File: src/rtl/redvar_pkg.sv
package redvar_pkg;

    localparam int ADDR_W    = 32;
    localparam int DATA_W    = 32;
    localparam int SIG_W     = 16;
    localparam int SIG_IDX_W = $clog2(SIG_W);
    localparam int HASH_GRPS = ADDR_W / SIG_IDX_W;

    localparam logic [1:0] DT_I32 = 2'd0;

    typedef enum logic [1:0] {
        OP_ADD = 2'd0,
        OP_OR  = 2'd1,
        OP_AND = 2'd2,
        OP_BAD = 2'd3
    } red_op_e;

    typedef struct packed {
        logic              valid;
        logic [ADDR_W-1:0] shared;
        logic [ADDR_W-1:0] priv;
        red_op_e           op;
    } red_ent_t;

    typedef enum logic [3:0] {
        FX_IDLE,
        FX_WAIT_PRIOR,
        FX_RD_PRIV,
        FX_WT_PRIV,
        FX_RD_SHARED,
        FX_WT_SHARED,
        FX_WR_SHARED,
        FX_WR_PRIV,
        FX_RELEASE
    } fx_state_e;

    // Signature bit index: XOR of the groups of the word address
    function automatic logic [SIG_IDX_W-1:0] sig_index(input logic [ADDR_W-1:0] addr);
        logic [ADDR_W-1:0]    word;
        logic [SIG_IDX_W-1:0] h;
        word = addr >> 2;
        h    = '0;
        for (int g = 0; g < HASH_GRPS; g++) begin
            h ^= word[g*SIG_IDX_W +: SIG_IDX_W];
        end
        return h;
    endfunction

    function automatic logic [DATA_W-1:0] op_identity(input red_op_e op);
        case (op)
            OP_AND:  return '1;
            default: return '0;
        endcase
    endfunction

    function automatic logic [DATA_W-1:0] op_combine(input red_op_e op,
                                                     input logic [DATA_W-1:0] a,
                                                     input logic [DATA_W-1:0] b);
        case (op)
            OP_OR:   return a | b;
            OP_AND:  return a & b;
            default: return a + b;
        endcase
    endfunction

endpackage

File: src/rtl/redvar_table.sv
module redvar_table
    import redvar_pkg::*;
#(
    parameter int N_ENT = 4
) (
    input  logic              clk,
    input  logic              rst,
    input  logic              cmd_valid,
    input  logic              cmd_pair,
    input  logic [ADDR_W-1:0] cmd_shared,
    input  logic [ADDR_W-1:0] cmd_priv,
    input  logic [1:0]        cmd_op,
    input  logic [1:0]        cmd_dtype,
    output logic              pair_ok,
    output logic [N_ENT-1:0]  free_vec,
    output logic              cmd_err,
    output logic [N_ENT-1:0]  ent_valid,
    output logic [ADDR_W-1:0] ent_shared [N_ENT],
    output logic [ADDR_W-1:0] ent_priv   [N_ENT],
    output red_op_e           ent_op     [N_ENT]
);

    localparam int IDX_W = (N_ENT > 1) ? $clog2(N_ENT) : 1;

    red_ent_t          ent_q [N_ENT];
    logic              full;
    logic              pair_bad;
    logic              is_pair;
    logic [IDX_W-1:0]  slot;
    logic              slot_found;

    assign is_pair = cmd_valid && cmd_pair;
    assign full    = &ent_valid;

    always_comb begin
        slot       = '0;
        slot_found = 1'b0;
        for (int i = 0; i < N_ENT; i++) begin
            if (!ent_q[i].valid && !slot_found) begin
                slot       = IDX_W'(i);
                slot_found = 1'b1;
            end
        end
    end

    assign pair_bad = is_pair && (full || (red_op_e'(cmd_op) == OP_BAD) || (cmd_dtype != DT_I32));
    assign pair_ok  = is_pair && !pair_bad;

    generate
        for (genvar i = 0; i < N_ENT; i++) begin : g_ent
            assign free_vec[i]   = cmd_valid && !cmd_pair && ent_q[i].valid &&
                                   (ent_q[i].shared == cmd_shared);
            assign ent_valid[i]  = ent_q[i].valid;
            assign ent_shared[i] = ent_q[i].shared;
            assign ent_priv[i]   = ent_q[i].priv;
            assign ent_op[i]     = ent_q[i].op;

            always_ff @(posedge clk) begin
                if (rst) begin
                    ent_q[i] <= '0;
                end else if (pair_ok && (slot == IDX_W'(i))) begin
                    ent_q[i].valid  <= 1'b1;
                    ent_q[i].shared <= cmd_shared;
                    ent_q[i].priv   <= cmd_priv;
                    ent_q[i].op     <= red_op_e'(cmd_op);
                end else if (free_vec[i]) begin
                    ent_q[i].valid <= 1'b0;
                end
            end
        end
    endgenerate

    always_ff @(posedge clk) begin
        if (rst) begin
            cmd_err <= 1'b0;
        end else begin
            cmd_err <= pair_bad;
        end
    end

    AST_ERR_FROM_PAIR: assert property (@(posedge clk) disable iff (rst)
        cmd_err |-> $past(cmd_valid && cmd_pair));
    AST_FULL_NO_ALLOC: assert property (@(posedge clk) disable iff (rst)
        (is_pair && full) |=> $stable(ent_valid));
    AST_UNPAIR_NO_GROW: assert property (@(posedge clk) disable iff (rst)
        (cmd_valid && !cmd_pair) |=> ($countones(ent_valid) <= $past($countones(ent_valid))));

endmodule

File: src/rtl/redvar_sig.sv
module redvar_sig
    import redvar_pkg::*;
#(
    parameter int N_ENT = 4
) (
    input  logic              clk,
    input  logic              rst,
    input  logic              pair_ok,
    input  logic [ADDR_W-1:0] pair_addr,
    input  logic [N_ENT-1:0]  free_vec,
    input  logic [N_ENT-1:0]  ent_valid,
    input  logic [ADDR_W-1:0] ent_shared [N_ENT],
    input  logic [ADDR_W-1:0] probe_addr,
    output logic              sig_hit
);

    logic [SIG_W-1:0] sig_q;
    logic [SIG_W-1:0] rebuilt;
    logic [SIG_W-1:0] sig_d;

    // Rebuild from the entries that survive this unpair
    always_comb begin
        rebuilt = '0;
        for (int i = 0; i < N_ENT; i++) begin
            if (ent_valid[i] && !free_vec[i]) begin
                rebuilt |= SIG_W'(1) << sig_index(ent_shared[i]);
            end
        end
    end

    always_comb begin
        if (pair_ok) begin
            sig_d = sig_q | (SIG_W'(1) << sig_index(pair_addr));
        end else if (|free_vec) begin
            sig_d = rebuilt;
        end else begin
            sig_d = sig_q;
        end
    end

    always_ff @(posedge clk) begin
        if (rst) begin
            sig_q <= '0;
        end else begin
            sig_q <= sig_d;
        end
    end

    assign sig_hit = sig_q[sig_index(probe_addr)];

endmodule

File: src/rtl/redvar_fixup.sv
module redvar_fixup
    import redvar_pkg::*;
(
    input  logic              clk,
    input  logic              rst,
    input  logic              hit,
    input  logic              hit_store,
    input  logic [ADDR_W-1:0] hit_shared,
    input  logic [ADDR_W-1:0] hit_priv,
    input  red_op_e           hit_op,
    input  logic              prior_done,
    output logic              stall,
    output logic              mem_req,
    output logic              mem_we,
    output logic [ADDR_W-1:0] mem_addr,
    output logic [DATA_W-1:0] mem_wdata,
    input  logic [DATA_W-1:0] mem_rdata,
    input  logic              mem_rvalid
);

    fx_state_e         state_q;
    fx_state_e         state_d;
    logic              store_q;
    logic [ADDR_W-1:0] shared_q;
    logic [ADDR_W-1:0] priv_q;
    red_op_e           op_q;
    logic [DATA_W-1:0] pval_q;
    logic [DATA_W-1:0] sval_q;
    logic              prior_seen_q;

    always_comb begin
        state_d   = state_q;
        mem_req   = 1'b0;
        mem_we    = 1'b0;
        mem_addr  = '0;
        mem_wdata = '0;
        case (state_q)
            FX_IDLE: begin
                if (hit) state_d = FX_WAIT_PRIOR;
            end
            FX_WAIT_PRIOR: begin
                if (prior_done) state_d = store_q ? FX_WR_PRIV : FX_RD_PRIV;
            end
            FX_RD_PRIV: begin
                mem_req  = 1'b1;
                mem_addr = priv_q;
                state_d  = FX_WT_PRIV;
            end
            FX_WT_PRIV: begin
                if (mem_rvalid) state_d = FX_RD_SHARED;
            end
            FX_RD_SHARED: begin
                mem_req  = 1'b1;
                mem_addr = shared_q;
                state_d  = FX_WT_SHARED;
            end
            FX_WT_SHARED: begin
                if (mem_rvalid) state_d = FX_WR_SHARED;
            end
            FX_WR_SHARED: begin
                mem_req   = 1'b1;
                mem_we    = 1'b1;
                mem_addr  = shared_q;
                mem_wdata = op_combine(op_q, sval_q, pval_q);
                state_d   = FX_WR_PRIV;
            end
            FX_WR_PRIV: begin
                mem_req   = 1'b1;
                mem_we    = 1'b1;
                mem_addr  = priv_q;
                mem_wdata = op_identity(op_q);
                state_d   = FX_RELEASE;
            end
            FX_RELEASE: begin
                state_d = FX_IDLE;
            end
            default: state_d = FX_IDLE;
        endcase
    end

    // Hit in idle stalls at once; the release cycle lets the access pass
    assign stall = (state_q == FX_IDLE) ? hit : (state_q != FX_RELEASE);

    always_ff @(posedge clk) begin
        if (rst) begin
            state_q  <= FX_IDLE;
            store_q  <= 1'b0;
            shared_q <= '0;
            priv_q   <= '0;
            op_q     <= OP_ADD;
            pval_q   <= '0;
            sval_q   <= '0;
        end else begin
            state_q <= state_d;
            if (state_q == FX_IDLE && hit) begin
                store_q  <= hit_store;
                shared_q <= hit_shared;
                priv_q   <= hit_priv;
                op_q     <= hit_op;
            end
            if (state_q == FX_WT_PRIV && mem_rvalid) pval_q <= mem_rdata;
            if (state_q == FX_WT_SHARED && mem_rvalid) sval_q <= mem_rdata;
        end
    end

    always_ff @(posedge clk) begin
        if (rst) begin
            prior_seen_q <= 1'b0;
        end else begin
            prior_seen_q <= stall && (prior_seen_q || prior_done);
        end
    end

    AST_MEM_AFTER_PRIOR: assert property (@(posedge clk) disable iff (rst)
        mem_req |-> prior_seen_q);
    AST_READ_THEN_GAP: assert property (@(posedge clk) disable iff (rst)
        (mem_req && !mem_we) |=> !mem_req);
    AST_RVALID_AFTER_READ: assert property (@(posedge clk) disable iff (rst)
        mem_rvalid |-> $past(mem_req && !mem_we));
    AST_STALL_ENDS_ON_WRITE: assert property (@(posedge clk) disable iff (rst)
        $fell(stall) |-> $past(mem_req && mem_we));
    AST_STORE_NO_READ: assert property (@(posedge clk) disable iff (rst)
        (store_q && state_q != FX_IDLE) |-> !(mem_req && !mem_we));

endmodule

File: src/rtl/redvar_monitor.sv
module redvar_monitor
    import redvar_pkg::*;
#(
    parameter int N_ENT = 4
) (
    input  logic              clk,
    input  logic              rst,
    input  logic              cmd_valid,
    input  logic              cmd_pair,
    input  logic [ADDR_W-1:0] cmd_shared_addr,
    input  logic [ADDR_W-1:0] cmd_priv_addr,
    input  logic [1:0]        cmd_op,
    input  logic [1:0]        cmd_dtype,
    output logic              cmd_err,
    input  logic              lsq_valid,
    input  logic              lsq_store,
    input  logic [ADDR_W-1:0] lsq_addr,
    output logic              lsq_stall,
    input  logic              prior_done,
    output logic              mem_req,
    output logic              mem_we,
    output logic [ADDR_W-1:0] mem_addr,
    output logic [DATA_W-1:0] mem_wdata,
    input  logic [DATA_W-1:0] mem_rdata,
    input  logic              mem_rvalid
);

    logic              pair_ok;
    logic [N_ENT-1:0]  free_vec;
    logic [N_ENT-1:0]  ent_valid;
    logic [ADDR_W-1:0] ent_shared [N_ENT];
    logic [ADDR_W-1:0] ent_priv   [N_ENT];
    red_op_e           ent_op     [N_ENT];
    logic              sig_hit;
    logic [N_ENT-1:0]  exact_vec;
    logic              hit;
    logic [ADDR_W-1:0] sel_shared;
    logic [ADDR_W-1:0] sel_priv;
    red_op_e           sel_op;

    redvar_table #(.N_ENT(N_ENT)) i_table (
        .clk        (clk),
        .rst        (rst),
        .cmd_valid  (cmd_valid),
        .cmd_pair   (cmd_pair),
        .cmd_shared (cmd_shared_addr),
        .cmd_priv   (cmd_priv_addr),
        .cmd_op     (cmd_op),
        .cmd_dtype  (cmd_dtype),
        .pair_ok    (pair_ok),
        .free_vec   (free_vec),
        .cmd_err    (cmd_err),
        .ent_valid  (ent_valid),
        .ent_shared (ent_shared),
        .ent_priv   (ent_priv),
        .ent_op     (ent_op)
    );

    redvar_sig #(.N_ENT(N_ENT)) i_sig (
        .clk        (clk),
        .rst        (rst),
        .pair_ok    (pair_ok),
        .pair_addr  (cmd_shared_addr),
        .free_vec   (free_vec),
        .ent_valid  (ent_valid),
        .ent_shared (ent_shared),
        .probe_addr (lsq_addr),
        .sig_hit    (sig_hit)
    );

    generate
        for (genvar i = 0; i < N_ENT; i++) begin : g_cmp
            assign exact_vec[i] = ent_valid[i] && (ent_shared[i] == lsq_addr);
        end
    endgenerate

    always_comb begin
        sel_shared = '0;
        sel_priv   = '0;
        sel_op     = OP_ADD;
        for (int i = N_ENT - 1; i >= 0; i--) begin
            if (exact_vec[i]) begin
                sel_shared = ent_shared[i];
                sel_priv   = ent_priv[i];
                sel_op     = ent_op[i];
            end
        end
    end

    // Signature screens first; the exact compare confirms
    assign hit = lsq_valid && sig_hit && (|exact_vec);

    redvar_fixup i_fixup (
        .clk        (clk),
        .rst        (rst),
        .hit        (hit),
        .hit_store  (lsq_store),
        .hit_shared (sel_shared),
        .hit_priv   (sel_priv),
        .hit_op     (sel_op),
        .prior_done (prior_done),
        .stall      (lsq_stall),
        .mem_req    (mem_req),
        .mem_we     (mem_we),
        .mem_addr   (mem_addr),
        .mem_wdata  (mem_wdata),
        .mem_rdata  (mem_rdata),
        .mem_rvalid (mem_rvalid)
    );

    AST_SIG_NO_MISS: assert property (@(posedge clk) disable iff (rst)
        (lsq_valid && |exact_vec) |-> sig_hit);
    AST_EXACT_ONEHOT: assert property (@(posedge clk) disable iff (rst)
        $onehot0(exact_vec));

endmodule

File: config.mk
export PLATFORM = sky130hd
export DESIGN_NAME = redvar_monitor
export DESIGN_NICKNAME = d
export VERILOG_FILES = /design/src/rtl/redvar_pkg.sv /design/src/rtl/redvar_table.sv /design/src/rtl/redvar_sig.sv /design/src/rtl/redvar_fixup.sv /design/src/rtl/redvar_monitor.sv
export SDC_FILE = /design/constraint.sdc
export NUM_CORES = 1
export LEC_CHECK = 0
export ABC_CLOCK_PERIOD_IN_PS = 7310
export BUFFER_PORTS_ARGS = -buffer_cell sky130_fd_sc_hd__buf_2
export CELL_PAD_IN_SITES_DETAIL_PLACEMENT = 0
export CELL_PAD_IN_SITES_GLOBAL_PLACEMENT = 1
export CORE_MARGIN = 2
export CORE_UTILIZATION = 25
export DETAILED_ROUTE_END_ITERATION = 16
export PLACE_DENSITY_LB_ADDON = 0.25
export REMOVE_ABC_BUFFERS = 1
export SLEW_MARGIN = 10
export SYNTH_ARGS = -nofsm -noshare
export SYNTH_HDL_FRONTEND = slang
export SYNTH_SLANG_ARGS = --single-unit
export TNS_END_PERCENT = 50
File: constraint.sdc
create_clock -name clk -period 7.31 [get_ports clk]
set_input_delay 0.3655 -clock clk [delete_from_list [all_inputs] [get_ports clk]]
set_output_delay 0.3655 -clock clk [all_outputs]
set_load 0.1 [all_outputs]
# Yosys cells after proc, flatten, opt, wreduce, memory -nomap -nowiden
# Memory sizes are Yosys's and may differ from the RTL's.
# Index checks and enable logic that the tools add are counted.
[classes]
add_sub_neg = 1
n_lt_le_gt_ge = 1
eq_ne = 26
shift = 5
n_mux = 89
bitwise = 68
reduce_logical = 57
[ops]
columns = ["cell", "count"]
rows = [
  ["2-to-1 mux 32 bit", 17],
  ["equality test 32 bit", 8],
  ["case mux 32 bit (2 select lines)", 3],
  ["bitwise XOR 4 bit", 36],
  ["2-to-1 mux 16 bit", 6],
  ["left shift 1 x 4 -> 16 bit (first input constant)", 5],
  ["bitwise OR 16 bit", 4],
  ["2-to-1 mux 1 bit", 46],
  ["adder 32 bit", 1],
  ["AND 32 bit", 1],
  ["logical AND 1 bit", 32],
  ["bitwise OR 32 bit", 1],
  ["case mux 4 bit (8 select lines)", 1],
  ["bitwise XOR 4 x 2 -> 4 bit", 6],
  ["2-to-1 mux 2 bit", 10],
  ["bitwise OR 1 bit", 20],
  ["equality test 4 x 3 -> 1 bit (second input constant)", 4],
  ["2-to-1 mux 4 bit", 4],
  ["OR reduction 4 bit", 3],
  ["zero test 1 bit", 11],
  ["equality test 2 bit (second input constant)", 4],
  ["equality test 4 x 2 -> 1 bit (second input constant)", 2],
  ["AND reduction 4 bit", 2],
  ["inequality test 2 bit (second input constant)", 3],
  ["other kinds (12)", 17],
]
[word_totals]
ff_bits = 152
mem_bits_rw = 268
inputBits = 140
out_inout_bits = 68
memories = 1
[mem_list]
columns = ["name", "words", "width", "read_ports", "rd_ports_with_merged_regs", "wr", "line_no", "source"]
rows = [
  ["i_table.ent_q", 4, 67, 4, 0, 4, "redvar_table.sv:25", "red_ent_t ent_q [N_ENT];"],
]

# Logic depth before layout (Yosys ltp)
# An unclocked memory read counts as a cell.
[depth]
depth_word = 18
mapped_depth = 14
mapped_depth_nobuf = 12

# Hierarchy
# From an unflattened synthesis, not the netlist that was laid out.
[unflattened]
hier_cells = 3019
area_unflattened_um2 = 27679.0
[modules_own_cells]
columns = ["module", "n_inst", "cells_per_inst", "area_each_um2", "seq_area_each_um2"]
rows = [
  ["redvar_table", 1, 799, 11753.8, 8067.7],
  ["redvar_fixup", 1, 1164, 8329.2, 2702.6],
  ["redvar_monitor", 1, 729, 4514.3, 0.0],
  ["redvar_sig", 1, 327, 3081.7, 320.3],
]

# Least setup slack after synthesis
# OpenSTA, ideal clock, no wires.
[synth_timing]
path_type = "input to register"
startpoint = "input cmd_op[0]"
endpoint = "memory i_table.ent_q[2][66] (netlist bit), enable pin"
arrival_ns = 6.497
required_time_ns = 6.997
setup_slack_ns = 0.500
stages = 6
path_cell_list = "a211o_1 a41oi_1 and3_1 nand3_1 o21ai_0 or2_2"
[synth_rtl]
columns = ["element", "line_no", "source"]
rows = [
  ["start, declared", "redvar_monitor.sv:12", "input logic [1:0] cmd_op,"],
  ["end, declared", "redvar_table.sv:25", ""],
]

==> results.json <==
{
  "relSlewSlack": 0.3167,
  "critical_path.startpoint": "i_table.ent_q[0][44]",
  "avgSynthCellArea_um2": 9.499,
  "clock-sinks": 420,
  "first_iter_violations": 1428,
  "finalCoreUtilization": 0.2968,
  "synth_seq_cells": 420,
  "met3_resource_use_gr": 0.02872,
  "design.die.area_um2": 108600,
  "detail_route.drc_violations": 0,
  "crit_path_start_kind": "flop",
  "routed_via_count": 20630,
  "drtPass1Iterations": 5,
  "area_growth_pct": 17.92,
  "postCtsResizedCells": 0,
  "r2r-end": "i_fixup.shared_q[14]",
  "drv_cap": 0,
  "postRouteWirelength_mm": 101.2,
  "setup.worst_path.class": "flop to output pin",
  "power_frac_comb": 0.131,
  "max_clock_freq_ghz": 0.1917,
  "wl_per_cell_um": 23.18,
  "gr-usage-all-layers": 0.1844,
  "chipWidth_um": 329.5,
  "global_route.usage.met1": 0.2542,
  "ys_async_sr_fraction": 0,
  "ys.warnings.count": 0,
  "num_io_pins": 208,
  "vias_in_the_first_global_route": 20710,
  "vias_per_cell": 4.723,
  "ir_drop_uv": 182.4,
  "cts_tree": "done",
  "port_buffers": 207,
  "grt_max_degree": 134,
  "tightest_slew_ps": 1025,
  "crit_chain": "xnor2_1 > nand4_1 > nor4_1 > nand4_1 > or4_4 > nand2_1 > o311ai_1 > nor4b_4 > or4_1 > buf_2",
  "layout_min_cycle_time_ps": 5215,
  "postRouteAntennaNets": 0,
  "p_switching_mw": 1.798,
  "h-tree-depth": 2,
  "cells_taking_the_most_area_after_synthesis": "sky130_fd_sc_hd__edfxtp_1 30%, sky130_fd_sc_hd__xnor2_1 12%, sky130_fd_sc_hd__dfxtp_1 11%",
  "synth-main-ff-cell": "sky130_fd_sc_hd__edfxtp_1",
  "totalNegativeSetupSlack_ps": 0,
  "yosys.area.top_type": "sky130_fd_sc_hd__edfxtp_1",
  "rows": 119,
  "syn-instance-count": 2789,
  "path_common_cell": "sky130_fd_sc_hd__nand4_1",
  "seq_power_share": 0.421,
  "p_int_mw": 4.520,
  "data_arrival_time_of_the_critical_path_ps": 4850,
  "clkPwrFrac": 0.448,
  "cts_buffer_depth": 3,
  "synth_seq_area_share": 0.4186,
  "dp_hpwl_mm": 68.52,
  "outcome": "finished, final reports clean",
  "grt-busiest-layer": "met2",
  "nets": 3136,
  "cts.root.buffer_cell": "sky130_fd_sc_hd__clkbuf_16",
  "layout.cells.most_common_list": "363 x sky130_fd_sc_hd__xnor2_1, 271 x sky130_fd_sc_hd__and2_1, 268 x sky130_fd_sc_hd__edfxtp_1, 258 x sky130_fd_sc_hd__nand2_1, 206 x sky130_fd_sc_hd__buf_2",
  "clk_transition_reported_paths_ps": 60,
  "insertion_delay_ps": 680,
  "setup.worst_path.end": "lsq_stall",
  "final_common_cell": "sky130_fd_sc_hd__xnor2_1",
  "switching_fraction": 0.2846,
  "netlist-cell-type-count": 66,
  "grt_first_pass_wirelength_mm": 147.4,
  "fin_worst_skew_ps": 79.35,
  "chipHeight_um": 329.5,
  "grt_overflow_total": 0,
  "cpMaxStageDelayCell": "sky130_fd_sc_hd__or4_4",
  "place_congestion": 0.9144,
  "hold_viol": 0,
  "holdCritPathClass": "input pin to flop",
  "worst_hold_startpoint": "cmd_priv_addr[22]",
  "grt_setup_unrepaired": "false",
  "drive_gt1_frac": 0.1411,
  "endpoint_kind": "output pin",
  "ff2ff_path_depth": 11,
  "power-per-cell-area_nw_per_um2": 202.2,
  "cp_max_fo": 30,
  "start_util": 0.2517,
  "grt_use_met2": 0.3004,
  "regToRegSetupSlack_ps": 2610,
  "fin_hold_ws_ps": 39.72,
  "required_ps": 6940,
  "antenna_found_initial": 18,
  "period_share": 0.7134,
  "floorplan.core_area_um2": 105300,
  "cp_slowest_stage_delay_ps": 930,
  "final-setup-viol-count": 0,
  "synth-edff-count": 268,
  "p_leak_nw": 11.58,
  "crit-reg2reg-launch": "i_table.ent_q[0][44]",
  "cts_made_buffers": 55,
  "synth.top_cell.area_share": 0.3038,
  "synth_cell_area_um2": 26490,
  "hold_path_depth": 2,
  "slew_limit_fails": 0
}
==> stage by stage <==
stage / instances / cell area [µm²] / setup slack, ps / total power, mW
detailed placement: 4202 / 28750 / 2732 / 3.503
CTS: 4367 / 31240 / 2058 / 6.387
floorplan: 2571 / 25570 / -8045 / 3.112
finish: 4368 / 31240 / 2095 / 6.318
global placement: 4202 / 28750 / 2828 / 3.514
global route: 4367 / 31240 / 1954 / 6.519
==> synth_stat cells, types with 25 or more instances <==
library cell               number
sky130_fd_sc_hd__xnor2_1      363
sky130_fd_sc_hd__and2_1       271
sky130_fd_sc_hd__edfxtp_1     268
sky130_fd_sc_hd__nand2_1      258
sky130_fd_sc_hd__nor2_1       192
sky130_fd_sc_hd__clkbuf_1     185
sky130_fd_sc_hd__dfxtp_1      152
sky130_fd_sc_hd__a21oi_1      131
sky130_fd_sc_hd__inv_1        110
sky130_fd_sc_hd__mux2i_1       77
sky130_fd_sc_hd__xor2_1        73
sky130_fd_sc_hd__a31oi_1       72
sky130_fd_sc_hd__nand3b_1      69
sky130_fd_sc_hd__a211oi_2      66
sky130_fd_sc_hd__ha_1          66
sky130_fd_sc_hd__nand4_1       58
sky130_fd_sc_hd__a22o_1        32
sky130_fd_sc_hd__nand3_1       30
sky130_fd_sc_hd__o21ai_0       30
sky130_fd_sc_hd__a221oi_1      25
==> cell type report <==
type                            count  area (µm²)
Fill cell                       11130       74030
Sequential cell                   420       11090
Clock buffer                       69        1479
Timing Repair Buffer              301        1916
Clock inverter                     35       400.4
Inverter                          110       412.9
Antenna cell                        1       2.502
Tap cell                         1391        1740
Multi-Input combinational cell   2041       14200
==> state kept, by name, indices dropped and copies added (netlist names), 2 cells and up <==
signal,flops
i_fixup.op_q,2
i_fixup.priv_q,32
i_fixup.pval_q,32
i_fixup.shared_q,32
i_fixup.state_q,4
i_fixup.sval_q,32
i_sig.sig_q,16
i_table.ent_q,268
==> metal layers <==
layer,routed length (µm),share of wire
met3,4696,0.046
met5,135,0.0013
met4,2357,0.023
met1,47650,0.47
met2,46390,0.46
==> critical path, delay by kind of cell, from the launching register on <==
kind,cells,cell delay (ps)
xor+xnor,1,450
buf+inv,1,440
simple gates,7,2590
compound gates,1,180
flops,1,500
==> timing repair <==
item	4_1_cts	5_1_grt
hold endpoints to repair	165	0
hold buffers	61	0
buffers inserted	0	0
setup endpoints to repair	0	0
==> how the worst min path moves through the flow <==
stage | endpoint | slack [ps]
global placement | i_fixup.sval_q[29] | 460
detailed placement | i_fixup.pval_q[2] | 470
floorplan | i_fixup.op_q[0] | 430
CTS | i_table.ent_q[3][7] | 6
global route | i_table.ent_q[2][7] | 20
finish | i_table.ent_q[3][24] | 40
==> logic make-up after synthesis <==
logic type / count (synthesis) / synth area share
simple gates: 992 / 0.1941
compound gates: 465 / 0.1283
xor+xnor: 438 / 0.1459
flops: 420 / 0.4186
buf+inv: 328 / 0.05025
mux: 79 / 0.03093
fa+ha+maj: 67 / 0.03193
==> power groups by stage <==
stage | Combinational (mW) | Clock, mW | Sequential (mW)
floorplan | 0.425 | 0 | 2.69
global placement | 0.805 | 0 | 2.71
detailed placement | 0.794 | 0 | 2.71
CTS | 0.824 | 2.90 | 2.66
global route | 0.872 | 2.98 | 2.67
finish | 0.826 | 2.83 | 2.66
Note: power is estimated with default switching activity, not from simulation.
